## config.mk

```make
export PLATFORM = sky130hd
export DESIGN_NAME = dir_line_entry
export DESIGN_NICKNAME = d
export VERILOG_FILES = /design/src/rtl/dir_pkg.sv /design/src/rtl/dir_sharer_regs.sv /design/src/rtl/dir_ack_calc.sv /design/src/rtl/dir_perm_map.sv /design/src/rtl/dir_line_entry.sv
export SDC_FILE = /design/constraint.sdc
export NUM_CORES = 1
export LEC_CHECK = 0
export BUFFER_PORTS_ARGS = -buffer_cell sky130_fd_sc_hd__buf_2
export CORE_MARGIN = 2
export CORE_UTILIZATION = 40
export DETAILED_ROUTE_END_ITERATION = 12
export GPL_ROUTABILITY_DRIVEN = 0
export PLACE_DENSITY = 0.7
export SLEW_MARGIN = 10
export SYNTH_ARGS = -nofsm -noshare
export SYNTH_HDL_FRONTEND = slang
export SYNTH_HIERARCHICAL = 1
export SYNTH_SLANG_ARGS = --single-unit
```

## constraint.sdc

```tcl
create_clock -name clk -period 5.53 [get_ports clk]
set_clock_uncertainty 0.2 [all_clocks]
set_input_delay 0 -clock clk [delete_from_list [all_inputs] [get_ports clk]]
set_output_delay 0 -clock clk [all_outputs]
set_load 0.01 [all_outputs]
```

## src/rtl/dir_pkg.sv

```systemverilog
`timescale 1ns/1ps
package dir_pkg;
  typedef enum logic [2:0] {
    ST_NP    = 3'd0,
    ST_SS    = 3'd1,
    ST_M     = 3'd2,
    ST_MT    = 3'd3,
    ST_TR_A  = 3'd4,
    ST_TR_B  = 3'd5,
    ST_TR_C  = 3'd6,
    ST_TR_D  = 3'd7
  } line_state_e;

  typedef enum logic [1:0] {
    PERM_BUSY  = 2'd0,
    PERM_RO    = 2'd1,
    PERM_RW    = 2'd2,
    PERM_STALE = 2'd3
  } perm_e;

  typedef enum logic [1:0] {
    RK_SHARED  = 2'd0,
    RK_DATA    = 2'd1,
    RK_UPGRADE = 2'd2,
    RK_NONE    = 2'd3
  } reply_kind_e;
endpackage

```

## src/rtl/dir_sharer_regs.sv

```systemverilog
`timescale 1ns/1ps
module dir_sharer_regs #(
  parameter int N   = 8,
  parameter int IDW = $clog2(N)
) (
  input  logic           clk,
  input  logic           rst_n,
  input  logic           cmd_mark_excl,
  input  logic           cmd_clear,
  input  logic           cmd_remove,
  input  logic           cmd_add,
  input  logic [IDW-1:0] req_id,
  input  logic           state_wr,
  input  logic [2:0]     state_in,
  input  logic           dirty_wr,
  input  logic           dirty_in,
  output logic [N-1:0]   sharers,
  output logic [IDW-1:0] owner_id,
  output logic           owner_vld,
  output logic           dirty,
  output logic [2:0]     state
);
  logic [N-1:0]   sharers_nxt;
  logic [IDW-1:0] owner_id_nxt;
  logic           owner_vld_nxt;
  logic [N-1:0]   req_onehot;
  logic           sharer_en;

  assign req_onehot = N'(1) << req_id;
  assign sharer_en  = cmd_mark_excl | cmd_clear | cmd_remove | cmd_add;

  // Priority: mark-exclusive, clear, remove, add
  always_comb begin
    sharers_nxt   = sharers;
    owner_id_nxt  = owner_id;
    owner_vld_nxt = owner_vld;
    if (cmd_mark_excl) begin
      sharers_nxt   = req_onehot;
      owner_id_nxt  = req_id;
      owner_vld_nxt = 1'b1;
    end else if (cmd_clear) begin
      sharers_nxt = '0;
    end else if (cmd_remove) begin
      sharers_nxt = sharers & ~req_onehot;
    end else if (cmd_add) begin
      sharers_nxt = sharers | req_onehot;
    end
  end

  always_ff @(posedge clk or negedge rst_n) begin
    if (!rst_n) begin
      sharers   <= '0;
      owner_id  <= '0;
      owner_vld <= 1'b0;
    end else if (sharer_en) begin
      sharers   <= sharers_nxt;
      owner_id  <= owner_id_nxt;
      owner_vld <= owner_vld_nxt;
    end
  end

  always_ff @(posedge clk or negedge rst_n) begin
    if (!rst_n) begin
      state <= 3'd0;
    end else if (state_wr) begin
      state <= state_in;
    end
  end

  always_ff @(posedge clk or negedge rst_n) begin
    if (!rst_n) begin
      dirty <= 1'b0;
    end else if (dirty_wr) begin
      dirty <= dirty_in;
    end
  end

  p_excl_only_req_r4: assert property (@(posedge clk) disable iff (!rst_n)
    cmd_mark_excl |=> ($onehot(sharers) && sharers[$past(req_id)] &&
                       owner_vld && owner_id == $past(req_id)));

  p_clear_empties_r3: assert property (@(posedge clk) disable iff (!rst_n)
    (cmd_clear && !cmd_mark_excl) |=> (sharers == '0 && $stable(owner_id)));

  p_remove_wins_r3: assert property (@(posedge clk) disable iff (!rst_n)
    (cmd_remove && !cmd_clear && !cmd_mark_excl) |=> !sharers[$past(req_id)]);

  p_add_sets_r2: assert property (@(posedge clk) disable iff (!rst_n)
    (cmd_add && !cmd_remove && !cmd_clear && !cmd_mark_excl) |=>
      (sharers[$past(req_id)] && $countones(sharers) >= $countones($past(sharers))));

  p_idle_holds_r2: assert property (@(posedge clk) disable iff (!rst_n)
    !(cmd_add || cmd_remove || cmd_clear || cmd_mark_excl) |=> $stable(sharers));
endmodule

```

## src/rtl/dir_ack_calc.sv

```systemverilog
`timescale 1ns/1ps
module dir_ack_calc #(
  parameter int N   = 8,
  parameter int IDW = $clog2(N),
  parameter int CW  = $clog2(N+1),
  parameter int AW  = $clog2(N)+2
) (
  input  logic           clk,
  input  logic           rst_n,
  input  logic [N-1:0]   sharers,
  input  logic [IDW-1:0] req_id,
  input  logic [1:0]     reply_kind,
  output logic [CW-1:0]  sharer_cnt,
  output logic           is_sharer,
  output logic           one_left,
  output logic [AW-1:0]  ack_cnt,
  output logic [N-1:0]   inv_fwd_mask,
  output logic [N-1:0]   inv_repl_mask
);
  import dir_pkg::*;

  logic signed [AW-1:0] cnt_s;
  logic signed [AW-1:0] ack_data;
  logic signed [AW-1:0] ack_upg;

  always_comb begin
    sharer_cnt = '0;
    for (int i = 0; i < N; i++) begin
      sharer_cnt = sharer_cnt + CW'(sharers[i]);
    end
  end

  assign is_sharer = sharers[req_id];
  assign one_left  = is_sharer && (sharer_cnt == CW'(1));

  assign cnt_s    = $signed(AW'(sharer_cnt));
  assign ack_data = -cnt_s + $signed(AW'(is_sharer));
  assign ack_upg  = -cnt_s + $signed(AW'(1));

  always_comb begin
    case (reply_kind_e'(reply_kind))
      RK_DATA:    ack_cnt = ack_data;
      RK_UPGRADE: ack_cnt = ack_upg;
      default:    ack_cnt = '0;
    endcase
  end

  assign inv_repl_mask = sharers;
  assign inv_fwd_mask  = sharers & ~(N'(1) << req_id);

  p_fwd_excludes_req_r9: assert property (@(posedge clk) disable iff (!rst_n)
    (!inv_fwd_mask[req_id] && (inv_fwd_mask & ~sharers) == '0));

  p_data_nonpos_r6: assert property (@(posedge clk) disable iff (!rst_n)
    (reply_kind == 2'd1) |-> ($signed(ack_cnt) <= 0));

  p_upg_le_one_r7: assert property (@(posedge clk) disable iff (!rst_n)
    (reply_kind == 2'd2) |-> ($signed(ack_cnt) <= 1));

  p_shared_zero_r8: assert property (@(posedge clk) disable iff (!rst_n)
    (reply_kind == 2'd0) |-> (ack_cnt == '0));

  p_one_left_r11: assert property (@(posedge clk) disable iff (!rst_n)
    one_left |-> ($onehot(sharers) && sharers[req_id]));
endmodule

```

## src/rtl/dir_perm_map.sv

```systemverilog
`timescale 1ns/1ps
module dir_perm_map (
  input  logic       clk,
  input  logic       rst_n,
  input  logic [2:0] state,
  output logic [1:0] perm
);
  import dir_pkg::*;

  always_comb begin
    case (line_state_e'(state))
      ST_SS:   perm = PERM_RO;
      ST_M:    perm = PERM_RW;
      ST_MT:   perm = PERM_STALE;
      default: perm = PERM_BUSY;
    endcase
  end

  p_rw_only_mod_r10: assert property (@(posedge clk) disable iff (!rst_n)
    (perm == 2'd2) |-> (state == 3'd2));

  p_busy_other_r10: assert property (@(posedge clk) disable iff (!rst_n)
    (state == 3'd0 || state[2]) |-> (perm == 2'd0));
endmodule

```

## src/rtl/dir_line_entry.sv

```systemverilog
`timescale 1ns/1ps
module dir_line_entry #(
  parameter int N   = 8,
  parameter int IDW = $clog2(N),
  parameter int CW  = $clog2(N+1),
  parameter int AW  = $clog2(N)+2
) (
  input  logic           clk,
  input  logic           rst_n,
  input  logic           cmd_mark_excl,
  input  logic           cmd_clear,
  input  logic           cmd_remove,
  input  logic           cmd_add,
  input  logic [IDW-1:0] req_id,
  input  logic [1:0]     reply_kind,
  input  logic           state_wr,
  input  logic [2:0]     state_in,
  input  logic           dirty_wr,
  input  logic           dirty_in,
  output logic [N-1:0]   sharers,
  output logic [IDW-1:0] owner_id,
  output logic           owner_vld,
  output logic           dirty,
  output logic [2:0]     state,
  output logic [CW-1:0]  sharer_cnt,
  output logic           is_sharer,
  output logic           one_left,
  output logic [AW-1:0]  ack_cnt,
  output logic [N-1:0]   inv_fwd_mask,
  output logic [N-1:0]   inv_repl_mask,
  output logic [1:0]     perm
);
  dir_sharer_regs #(.N(N), .IDW(IDW)) u_regs (
    .clk(clk), .rst_n(rst_n),
    .cmd_mark_excl(cmd_mark_excl), .cmd_clear(cmd_clear),
    .cmd_remove(cmd_remove), .cmd_add(cmd_add), .req_id(req_id),
    .state_wr(state_wr), .state_in(state_in),
    .dirty_wr(dirty_wr), .dirty_in(dirty_in),
    .sharers(sharers), .owner_id(owner_id), .owner_vld(owner_vld),
    .dirty(dirty), .state(state)
  );

  dir_ack_calc #(.N(N), .IDW(IDW), .CW(CW), .AW(AW)) u_ack (
    .clk(clk), .rst_n(rst_n),
    .sharers(sharers), .req_id(req_id), .reply_kind(reply_kind),
    .sharer_cnt(sharer_cnt), .is_sharer(is_sharer), .one_left(one_left),
    .ack_cnt(ack_cnt), .inv_fwd_mask(inv_fwd_mask),
    .inv_repl_mask(inv_repl_mask)
  );

  dir_perm_map u_perm (
    .clk(clk), .rst_n(rst_n), .state(state), .perm(perm)
  );

  p_state_load_r12: assert property (@(posedge clk) disable iff (!rst_n)
    state_wr |=> (state == $past(state_in)));

  p_dirty_load_r12: assert property (@(posedge clk) disable iff (!rst_n)
    dirty_wr |=> (dirty == $past(dirty_in)));
endmodule

```

==> results of run 1 <==
-- flip-flops by register name (all words and copies together), names as in the netlist --
name,cells
u_regs/dirty,1
u_regs/owner_vld,1
u_regs/owner_id,3
u_regs/sharers,8
u_regs/state,3
-- area by class of cell --
cell class,count,area (µm²),share of cell area (%)
Timing Repair Buffer,74,435,24.1
Tap cell,46,57.6,3.19
Clock buffer,4,36.3,2.01
Multi-Input combinational cell,95,800,44.3
Sequential cell,16,400,22.2
Inverter,20,75.1,4.16
-- path summary, 6_finish.rpt --
| path | endpoint | slack (ps) | cells past startpoint | from |
|---|---|---|---|---|
| max in group asynchronous | u_regs/sharers[2] | 4060 | 3 | rst_n |
| worst max-delay path | ack_cnt[4] | 820 | 15 | u_regs/sharers[0] |
| worst min register to register | u_regs/owner_vld | 270 | 1 | u_regs/owner_vld |
| worst max register to register | u_regs/state[2] | 4000 | 2 | u_regs/state[2] |
| min in group asynchronous | u_regs/dirty | 620 | 3 | rst_n |
| worst min-delay path | u_regs/owner_id[1] | 20 | 2 | req_id[1] |
-- worst max-delay path, cell delays in order, from the launching register on --
cell	delay [ps]
dfrtp_1	430
inv_1	100
fa_1	550
fa_1	420
fa_1	490
inv_1	40
ha_1	190
inv_1	70
fa_1	480
ha_1	330
inv_1	60
ha_1	260
o21ai_0	160
a21oi_1	80
a2111oi_0	370
buf_2	200
-- per-layer routing --
metal | GRT usage, % | wire length, µm
met1 | 22.6 | 1480
met2 | 31.7 | 1650
met5 | 0 | 0
met3 | 1.99 | 138
met4 | 7.50 | 38
-- cell families (layout without fill, tap and decap cells) --
family	count (synthesis)	after routing
AND/OR/NAND/NOR	36	36
buffers and inverters	32	98
AO/OA/AOI/OAI	34	34
flip-flops	16	16
adder cells (fa/ha/maj)	12	12
multiplexers	10	10
XOR/XNOR	3	3
-- where the power goes --
part / switching (mW) / leakage [nW] / internal, mW
sequential: 0.00704 / 0.199 / 0.125
combinational: 0.0957 / 0.753 / 0.0869
clock: 0.0354 / 0.0210 / 0.0401
-- placed cells by master, fill, tap and decap left out, types with 2 or more instances in the layout --
| cell | count |
|---|---|
| a31oi_1 | 2 |
| dlygate4sd3_1 | 13 |
| inv_1 | 20 |
| o21ai_0 | 10 |
| fa_1 | 4 |
| clkbuf_4 | 3 |
| xnor2_1 | 3 |
| and3_1 | 2 |
| nor3b_1 | 3 |
| ha_1 | 8 |
| nor2b_1 | 7 |
| buf_2 | 61 |
| or2_2 | 3 |
| a21oi_1 | 6 |
| mux4_2 | 2 |
| nand2b_1 | 3 |
| nor2_1 | 4 |
| nor3_1 | 2 |
| and3b_1 | 3 |
| mux2_2 | 8 |
| dfrtp_1 | 16 |
| a22o_1 | 8 |
| nand2_1 | 2 |
-- through the flow --
step                      util (%)  instances  instance area [µm²]  hold WS (ps)  setup slack [ps]
final                         54.9        255                 1800          19.5               819
after global routing          54.9        255                 1800          43.5               409
after CTS                     54.9        255                 1800          13.4               761
after detailed placement      49.9        238                 1640          -265              1110
after global placement        49.9        238                 1640          -270              1160
after floorplan                  -        143                 1350          -496              1150
-- repair_timing --
action                                 CTS  global route
setup endpoints to repair                0             0
endpoints found under the hold margin   32             0
hold buffers                            13             0
==> reports/results.tsv, run 1 <==
metric	value	unit
vias in the first global route	1318	
initial core utilization	41.2	%
Mapped Avg Cell Area	9.46	µm²
Synth Cell Area	1350	µm²
worst vdd ir	0.000109	V
Pre-Repair DR Iteration Count	4	
Post-Syn Instances	143	
share of the synthesized area in the top cell type	29.6	%
Die ar.	3860	µm²
status	completed	
Fin. Hold Viols	0	
worst slew pin tran	711	ps
Die Wd	62.2	µm
core area	3280	µm²
Yosys cell types	38	
main combinational cell family by area after synthesis	simple AND/OR/NAND/NOR gates	
aggregate global-route resource usage	18.0	%
P_leak	0.973	nW
mux share of post-synthesis cell area	9.99	%
final worst path period need	4710	ps
Final Cycle Share	85.2	%
CTS tree	yes	
Worst-path clk slew	90	ps
Async S/R FF share, synth	100	%
largest net degree at the start of global routing	18	
Maximum Capacitance Violations	0	
post-cts sizing count	0	
post-detail-place hpwl	2430	µm
drt initial violations	52	
PortBufs	61	
antenna violations before repair	0	
xor/xnor cell area share of the yosys netlist	1.94	%
EDFF count, synth	0	
Top Ports	62	
f_max	212	MHz
TritonCTS buffer count	3	
RSZ-0062 raised after global routing	no	
grt ovf	0	
WP data arrival	4510	ps
Post-synth top cells	inv_1, dfrtp_1, o21ai_0	
Critical Path End Type	primary output	
vias per cell	5.08	
fill count	315	
WP data required	5330	ps
Hold Path Class	in2reg	
post-synthesis sequential area ratio	29.6	%
adder-cell share of the synthesized area	13.3	%
Top FF cell, synth	dfrtp_1	
top cells by area, synth	dfrtp_1, ha_1, mux2_2	
Clock Root Buffer	clkbuf_4	
via count	1295	
diodes inserted	0	
count leader, synth	inv_1	
Net count, final	239	
# setup viols final	0	
CTS HTree Levels	1	
Die Y	62.2	µm
Post-route DRC	0	
Max-slew headroom	52.5	%
flops & latches, synth	16	
area grow syn2layout	33.4	%
clk_lat worst skew	280	ps
Rows	21	
first-pass GRT wire length	5780	µm
Slew Limit Fails	0	
crit path launch type	flip-flop	
post-route setup TNS	0	ps
Tot Pwr	390	µW
syn_nets	172	
Post-CTS Setup Inserts	0	
CTS Sinks	16	
drt total wl	3310	µm
Power Density	216	nW/µm²
Clock Tree Buf Depth	2	
fraction of layout cells with a size suffix above 1	39.2	%
largest area contributor in the netlist	dfrtp_1	
Ys Warns	6	
WL per Instance	13.0	µm
area share of and/or/nand/nor cells after synthesis	17.0	%
antenna-violating nets left	0	
post-synthesis compound-gate area fraction	16.8	%
peak fanout along the critical path	6	
crit path kind	reg2out	
Power figures use the tool's default switching activity.
==> run 2, diff against run 1 <==
--- a/config.mk
+++ b/config.mk
@@ -10,9 +10,8 @@
 export CORE_UTILIZATION = 40
 export DETAILED_ROUTE_END_ITERATION = 12
 export GPL_ROUTABILITY_DRIVEN = 0
-export PLACE_DENSITY = 0.7
+export PLACE_DENSITY = 0.73
 export SLEW_MARGIN = 10
 export SYNTH_ARGS = -nofsm -noshare
 export SYNTH_HDL_FRONTEND = slang
-export SYNTH_HIERARCHICAL = 1
 export SYNTH_SLANG_ARGS = --single-unit
==> constraint.sdc (replaced) <==
create_clock -name clk -period 3.9 [get_ports clk]
set_clock_uncertainty 0.2 [all_clocks]
set_input_delay 0 -clock clk [delete_from_list [all_inputs] [get_ports clk]]
set_output_delay 0 -clock clk [all_outputs]
set_load 0.01 [all_outputs]
==> run 2 against run 1 <==
  * Critical path type unchanged
  * The flow now finishes with violations (negative setup slack)
  * Critical path depth decreased by 3
  * Critical endpoint is now ack_cnt[3]
  * Register-to-register slack got worse by 1900 ps
  * Cell count increased by 9.0%
  * First-iteration DRC count decreased by 15%
  * Flip-flop and latch count unchanged
  * Sequential share of layout area decreased by 2.1 points
==> reports/results.tsv, run 2 <==
metric	value	unit	change
CP peak stage delay	610	ps	+60 ps
Mapped Avg Cell Area	9.01	µm²	-4.7%
Yosys cell types	35		-7.9%
commonest non-fill, non-tap cells in the layout	buf_2, dlygate4sd3_1, dfrtp_1		
antenna-violating nets left	0		unchanged
crit path kind	reg2out		
Pre-Repair DR Iteration Count	4		unchanged
Worst Setup SP	u_regs.sharers[1]		
# setup viols final	3		+3
Crit-path slowest cell	fa_2		
Worst-path clk slew	100	ps	about the same
Final Cycle Share	114	%	
f_max	226	MHz	
Largest Register	u_regs.sharers		
fraction of layout cells with a size suffix above 1	43.5	%	+4.3 points
Clock Tree Buf Depth	2		unchanged
crit path launch type	flip-flop		
core area	3310	µm²	+0.80%
Largest register FFs	8		unchanged
clk_lat worst skew	280	ps	about the same
Die Y	62.5	µm	+0.60%
CTS HTree Levels	1		unchanged
Comb pwr share	52.4	%	+5.6 points
CP cell instances	ha_1 > inv_2 > fa_1 > fa_1 > fa_2 > fa_2 > ha_4 > or2b_1 > or4_4 > a31o_1 > a21oi_2 > buf_2		
Post-route DRC	0		unchanged
Die ar.	3910	µm²	+1.2%
Die Wd	62.5	µm	+0.60%
vias in the first global route	1287		-2.4%
Hold Path Class	in2reg		
WP data arrival	4230	ps	-280 ps
via count	1385		+6.9%
P_sw	224	µW	+62%
CTS Sinks	16		unchanged
Fin. Hold Viols	0		unchanged
WL per Instance	13.0	µm	about the same
area grow syn2layout	45.5	%	
antenna violations before repair	0		unchanged
vias per cell	4.98		-1.9%
hold_ws	6.40	ps	-13.1 ps
Power Density	313	nW/µm²	+45%
peak fanout along the critical path	2		-4
Internal Pwr Total	399	µW	+59%
post-detail-place hpwl	2580	µm	+6.3%
clock share of power	17.9	%	-1.5 points
top cells by area, synth	dfrtp_1, ha_1, mux2_2		
post-synthesis sequential area ratio	29.2	%	-0.38 points
Reg-to-Reg Start	u_regs.sharers[2]		
Synth Cell Area	1370	µm²	+1.3%
commonest non-fill, non-tap cell in the layout	buf_2		
worst vdd ir	0.000207	V	+90%
final worst path period need	4430	ps	
TritonCTS buffer count	3		unchanged
Post-synth top cells	dfrtp_1, inv_1, nand2_1, o21ai_0		
initial core utilization	41.4	%	+0.20 points
P_leak	1.02	nW	+4.7%
Rows	21		unchanged
Design Area, Final	1990	µm²	+10%
flops & latches, synth	16		unchanged
diodes inserted	0		unchanged
aggregate global-route resource usage	18.1	%	+0.071 points
Max-slew headroom	49.3	%	-3.2 points
Clock Root Buffer	clkbuf_4		
sw frac	35.9	%	+0.49 points
Area after DPL	1750	µm²	+6.7%
Top FF cell, synth	dfrtp_1		
Post-Syn Instances	152		+6.3%
Reg power frac	29.6	%	-4.2 points
Post-Place Worst Slack	-302	ps	-1410 ps
drt total wl	3610	µm	+9.0%
Critical Path End Type	primary output		
largest net degree at the start of global routing	18		unchanged
hold path startpoint	cmd_remove		
syn_nets	181		+5.2%
first-pass GRT wire length	5830	µm	+0.95%
share of the synthesized area in the top cell type	29.2	%	-0.38 points
grt ovf	0		unchanged
PortBufs	61		unchanged
worst slew pin tran	758	ps	+47.1 ps
EDFF count, synth	0		unchanged
fill count	297		-5.7%
Maximum Capacitance Violations	0		unchanged
status	complete, but fails checks		
Top Ports	62		unchanged
WP data required	3700	ps	-1630 ps
violated checks	negative setup slack		
drt initial violations	44		-15%
CTS tree	yes		
Async S/R FF share, synth	100	%	unchanged
Net count, final	262		+9.6%
Ys Warns	0		-6
RSZ-0062 raised after global routing	yes		
biggest regs	u_regs.sharers: 8 flops, u_regs.owner_id: 3 flops, u_regs.state: 3 flops		
final worst-path setup slack	-529	ps	-1350 ps
Final Util	60.2	%	+5.3 points
Slew Limit Fails	0		unchanged
post-route setup TNS	-1160	ps	-1160 ps
largest area contributor in the netlist	dfrtp_1		
[run 2: cell count changes in the layout (fill, tap and decap cells not counted), sizes merged, moves of 2 or more]
cell,before,now
a31oi,2,0
nand2,2,13
a32oi,0,4
buf,61,74
nor2,4,8
nand2b,3,0
a22o,8,0
a211oi,0,4
dlygate4sd3,13,17
inv,20,16
[run 2: cells by family (layout without fill, tap and decap cells)]
family,after synthesis,after routing,share of synthesized area [%]
flops,16,16,29.2
compound gates,29,29,13.7
fa+ha+maj,12,12,13.2
simple gates,50,50,20.7
xor+xnor,3,3,1.92
buf+inv,31,111,10.7
mux,11,11,10.6
[run 2: final cells by class]
type                            count  area, µm²  area share (%)
Clock buffer                        4       36.3            1.82
Inverter                           16       60.1            3.01
Multi-Input combinational cell    105        862            43.3
Sequential cell                    16        400            20.1
Tap cell                           46       57.6            2.89
Timing Repair Buffer               91        577            28.9
[run 2: power groups by stage]
stage | Sequential (mW) | Clock, mW | Combinational (mW)
4_1_cts | 0.185 | 0.113 | 0.328
3_5_place_dp | 0.188 | 0 | 0.285
5_1_grt | 0.187 | 0.118 | 0.360
6_report | 0.185 | 0.112 | 0.327
3_3_place_gp | 0.188 | 0 | 0.282
2_1_floorplan | 0.194 | 0 | 0.174
[run 2: path summary, 6_finish.rpt]
path / endpoint / slack [ps] / cells after the start
worst min-delay path: u_regs.sharers[0] / 6 / 4
worst min register to register: u_regs.owner_vld / 280 / 1
min in group asynchronous: u_regs.sharers[2] / 640 / 3
worst max-delay path: ack_cnt[3] / -530 / 12
worst max register to register: u_regs.sharers[2] / 2130 / 6
max in group asynchronous: u_regs.sharers[4] / 2380 / 3
[run 2: worst max-delay path: cells and delay by family (launching register included)]
family | cells | cell delay (ps)
buf+inv | 2 | 170
fa+ha+maj | 6 | 2430
simple gates | 2 | 650
compound gates | 2 | 300
flops | 1 | 400
[run 2: stage by stage]
stage	power [mW]	std cells
after detailed placement	0.473	257
final	0.623	278
after CTS	0.626	278
after floorplan	0.368	152
after global routing	0.664	278
after global placement	0.470	257
[run 2: per-layer routing]
metal	GRT usage [%]	vias to the layer above	wire [µm]
met2	34.1	45	1960
met3	1.80	2	166
met1	22.1	659	1470
met4	4.17	0	10
li1	-	679	-
met5	0	-	0
[run 2: what timing repair did]
item,4_1_cts,5_1_grt
setup endpoints to repair,4,5
hold buffers,17,0
endpoints found under the hold margin,32,0
gates resized for setup,8,1
pin swaps,10,4
setup buffers,0,0
==> run 3, diff against run 2 <==
--- a/config.mk
+++ b/config.mk
@@ -6,6 +6,7 @@
 export NUM_CORES = 1
 export LEC_CHECK = 0
 export BUFFER_PORTS_ARGS = -buffer_cell sky130_fd_sc_hd__buf_2
+export CORE_ASPECT_RATIO = 0.8
 export CORE_MARGIN = 2
 export CORE_UTILIZATION = 40
 export DETAILED_ROUTE_END_ITERATION = 12
==> run 3 against run 2 <==
  * The run still ends with negative setup slack left
  * Count of clock-buffer cells in the layout did not move
  * Sequential share of layout area is 0.38 points lower
  * First-iteration DRC count increased by 140%
  * Maximum frequency is 0.64% higher
  * Flip-flop and latch count stayed put
  * Combinational power is 9.5% higher
  * Cell count fell by 0.36%
  * Sequential power about the same
  * Final area grew 1.9%
  * Non-clock buffer count grew 5
  * Clock power is 30% higher
  * Via count rose by 4.0%
  * Critical endpoint unchanged
  * Largest power group unchanged
==> reports/results.tsv, run 3 (synthesis gave the netlist of run 2 again) <==
metric	value	unit	change
status	complete, but fails checks		
violated checks	negative setup slack		
PortBufs	61		unchanged
RSZ-0062 raised after global routing	yes		
crit path kind	reg2out		
WP data required	3700	ps	about the same
WP data arrival	4200	ps	-30 ps
CTS Sinks	16		unchanged
Slew Limit Fails	0		unchanged
vias per cell	5.20		+4.4%
worst vdd ir	0.000190	V	-8.6%
Hold Path Class	in2async		
fill count	257		-13%
Maximum Capacitance Violations	0		unchanged
CTS HTree Levels	1		unchanged
GR Util met2	31.2	%	-3.0 points
diodes inserted	0		unchanged
Seq. cell area	400	µm²	unchanged
commonest non-fill, non-tap cells in the layout	buf_2, buf_4, dfrtp_1		
f_max	227	MHz	+0.64%
Die ar.	3910	µm²	about the same
Design Area, Final	2030	µm²	+1.9%
Clock Tree Buf Depth	2		unchanged
P_leak	1.05	nW	+3.5%
area grow syn2layout	48.3	%	
Area after DPL	1740	µm²	-0.43%
Post-route DRC	0		unchanged
clk_lat worst skew	240	ps	-40 ps
global route hottest layer	met2		
peak fanout along the critical path	2		unchanged
Largest register FFs	8		unchanged
critical path's most frequent cell	fa_1		
Worst Path Buf+Inv	2		unchanged
CTS tree	yes		
Die Y	56.3	µm	-9.9%
vias in the first global route	1315		+2.2%
Critical Path End Type	primary output		
antenna violations before repair	0		unchanged
Top Ports	62		unchanged
met1 usage	27.8	%	+5.7 points
met3 Use GR	4.31	%	+2.5 points
area of the multi-input gates	851	µm²	-1.3%
aggregate global-route resource usage	19.9	%	+1.7 points
Rows	18		-14%
CP peak stage delay	500	ps	-110 ps
initial core utilization	43.1	%	+1.8 points
first-pass GRT wire length	6150	µm	+5.4%
via count	1441		+4.0%
post-detail-place hpwl	2710	µm	+5.1%
antenna-violating nets left	0		unchanged
Final Cycle Share	113	%	-0.72 points
Die Wd	69.4	µm	+11%
WL per Instance	14.1	µm	+9.0%
hold_ws	56.1	ps	+49.7 ps
Fin. Hold Viols	0		unchanged
CP top delay family	adder cells		
Clock Root Buffer	clkbuf_8		
CP cell instances	ha_1 > inv_2 > fa_1 > fa_1 > fa_2 > fa_1 > ha_1 > or2b_1 > or4_4 > a31o_1 > a21oi_2 > buf_2		
Max-slew headroom	58.8	%	+9.5 points
Pre-Repair DR Iteration Count	4		unchanged
Largest Register	u_regs.sharers		
fraction of layout cells with a size suffix above 1	45.1	%	+1.6 points
TritonCTS buffer count	3		unchanged
core area	3180	µm²	-4.1%
Power Density	339	nW/µm²	+8.4%
Crit-path slowest cell	fa_1		
Worst-path clk slew	60	ps	-40 ps
Tot Pwr	688	µW	+11%
Net count, final	267		+1.9%
largest net degree at the start of global routing	18		unchanged
final worst-path setup slack	-500	ps	+28.2 ps
drt initial violations	104		+140%
drt total wl	3910	µm	+8.6%
commonest non-fill, non-tap cell in the layout	buf_2		
worst slew pin tran	616	ps	-141 ps
final worst path period need	4400	ps	-28.2 ps
grt ovf	0		unchanged
# setup viols final	4		+1
crit path launch type	flip-flop		
biggest regs	u_regs.sharers: 8 flops, u_regs.owner_id: 3 flops, u_regs.state: 3 flops		
==> run 3: cell count changes in the layout (fill, tap and decap cells not counted), sizes merged <==
cell	delta
dlygate4sd3	-2
buf	+7
==> run 3: area by class of cell <==
| type | instances | share of cell area (%) |
|---|---|---|
| Sequential cell | 16 | 19.7 |
| Clock buffer | 4 | 2.71 |
| Tap cell | 40 | 2.46 |
| Timing Repair Buffer | 96 | 30.2 |
| Inverter | 16 | 3.08 |
| Multi-Input combinational cell | 105 | 41.9 |
==> run 3: power breakdown <==
part	leakage, nW	total (mW)	internal, mW	switching [mW]
combinational	0.826	0.358	0.182	0.175
clock	0.0288	0.146	0.0894	0.0565
sequential	0.199	0.185	0.177	0.00745
total	1.05	0.688	0.449	0.239
==> run 3: worst paths after layout <==
| kind | slack [ps] | startpoint | cells past startpoint | end |
|---|---|---|---|---|
| worst max-delay path | -500 | u_regs.sharers[0] | 12 | ack_cnt[3] |
| worst min-delay path | 60 | rst_n | 2 | u_regs.owner_id[2] |
| min in group clk | 60 | cmd_remove | 4 | u_regs.sharers[3] |
| worst min register to register | 260 | u_regs.owner_vld | 1 | u_regs.owner_vld |
| max in group asynchronous | 3190 | rst_n | 2 | u_regs.sharers[1] |
| worst max register to register | 2120 | u_regs.sharers[4] | 6 | u_regs.sharers[4] |
==> run 3: through the flow <==
| stage | cells | setup slack (ps) | setup TNS, ps | util [%] |
|---|---|---|---|---|
| 2_1_floorplan | 152 | -298 | -576 | - |
| 3_3_place_gp | 251 | -244 | -397 | 54.8 |
| 3_5_place_dp | 251 | -285 | -516 | 54.8 |
| 4_1_cts | 273 | -486 | -1290 | 62.8 |
| 5_1_grt | 277 | -665 | -2040 | 64.0 |
| 6_report | 277 | -500 | -1390 | 64.0 |
==> run 3: per-layer routing <==
metal,vias to the layer above,routed length (µm),part of all wire (%)
met5,-,0,0
met4,0,64,1.6
met3,6,254,6.5
met2,61,1860,47
met1,684,1740,44
li1,690,-,-
==> run 3: what timing repair did <==
item | 4_1_cts | 5_1_grt
buffers inserted | 3 | 4
setup endpoints to repair | 3 | 4
resized for setup | 8 | 2
pin swaps | 10 | 11
hold endpoints to repair | 31 | 0
hold buffers | 15 | 0
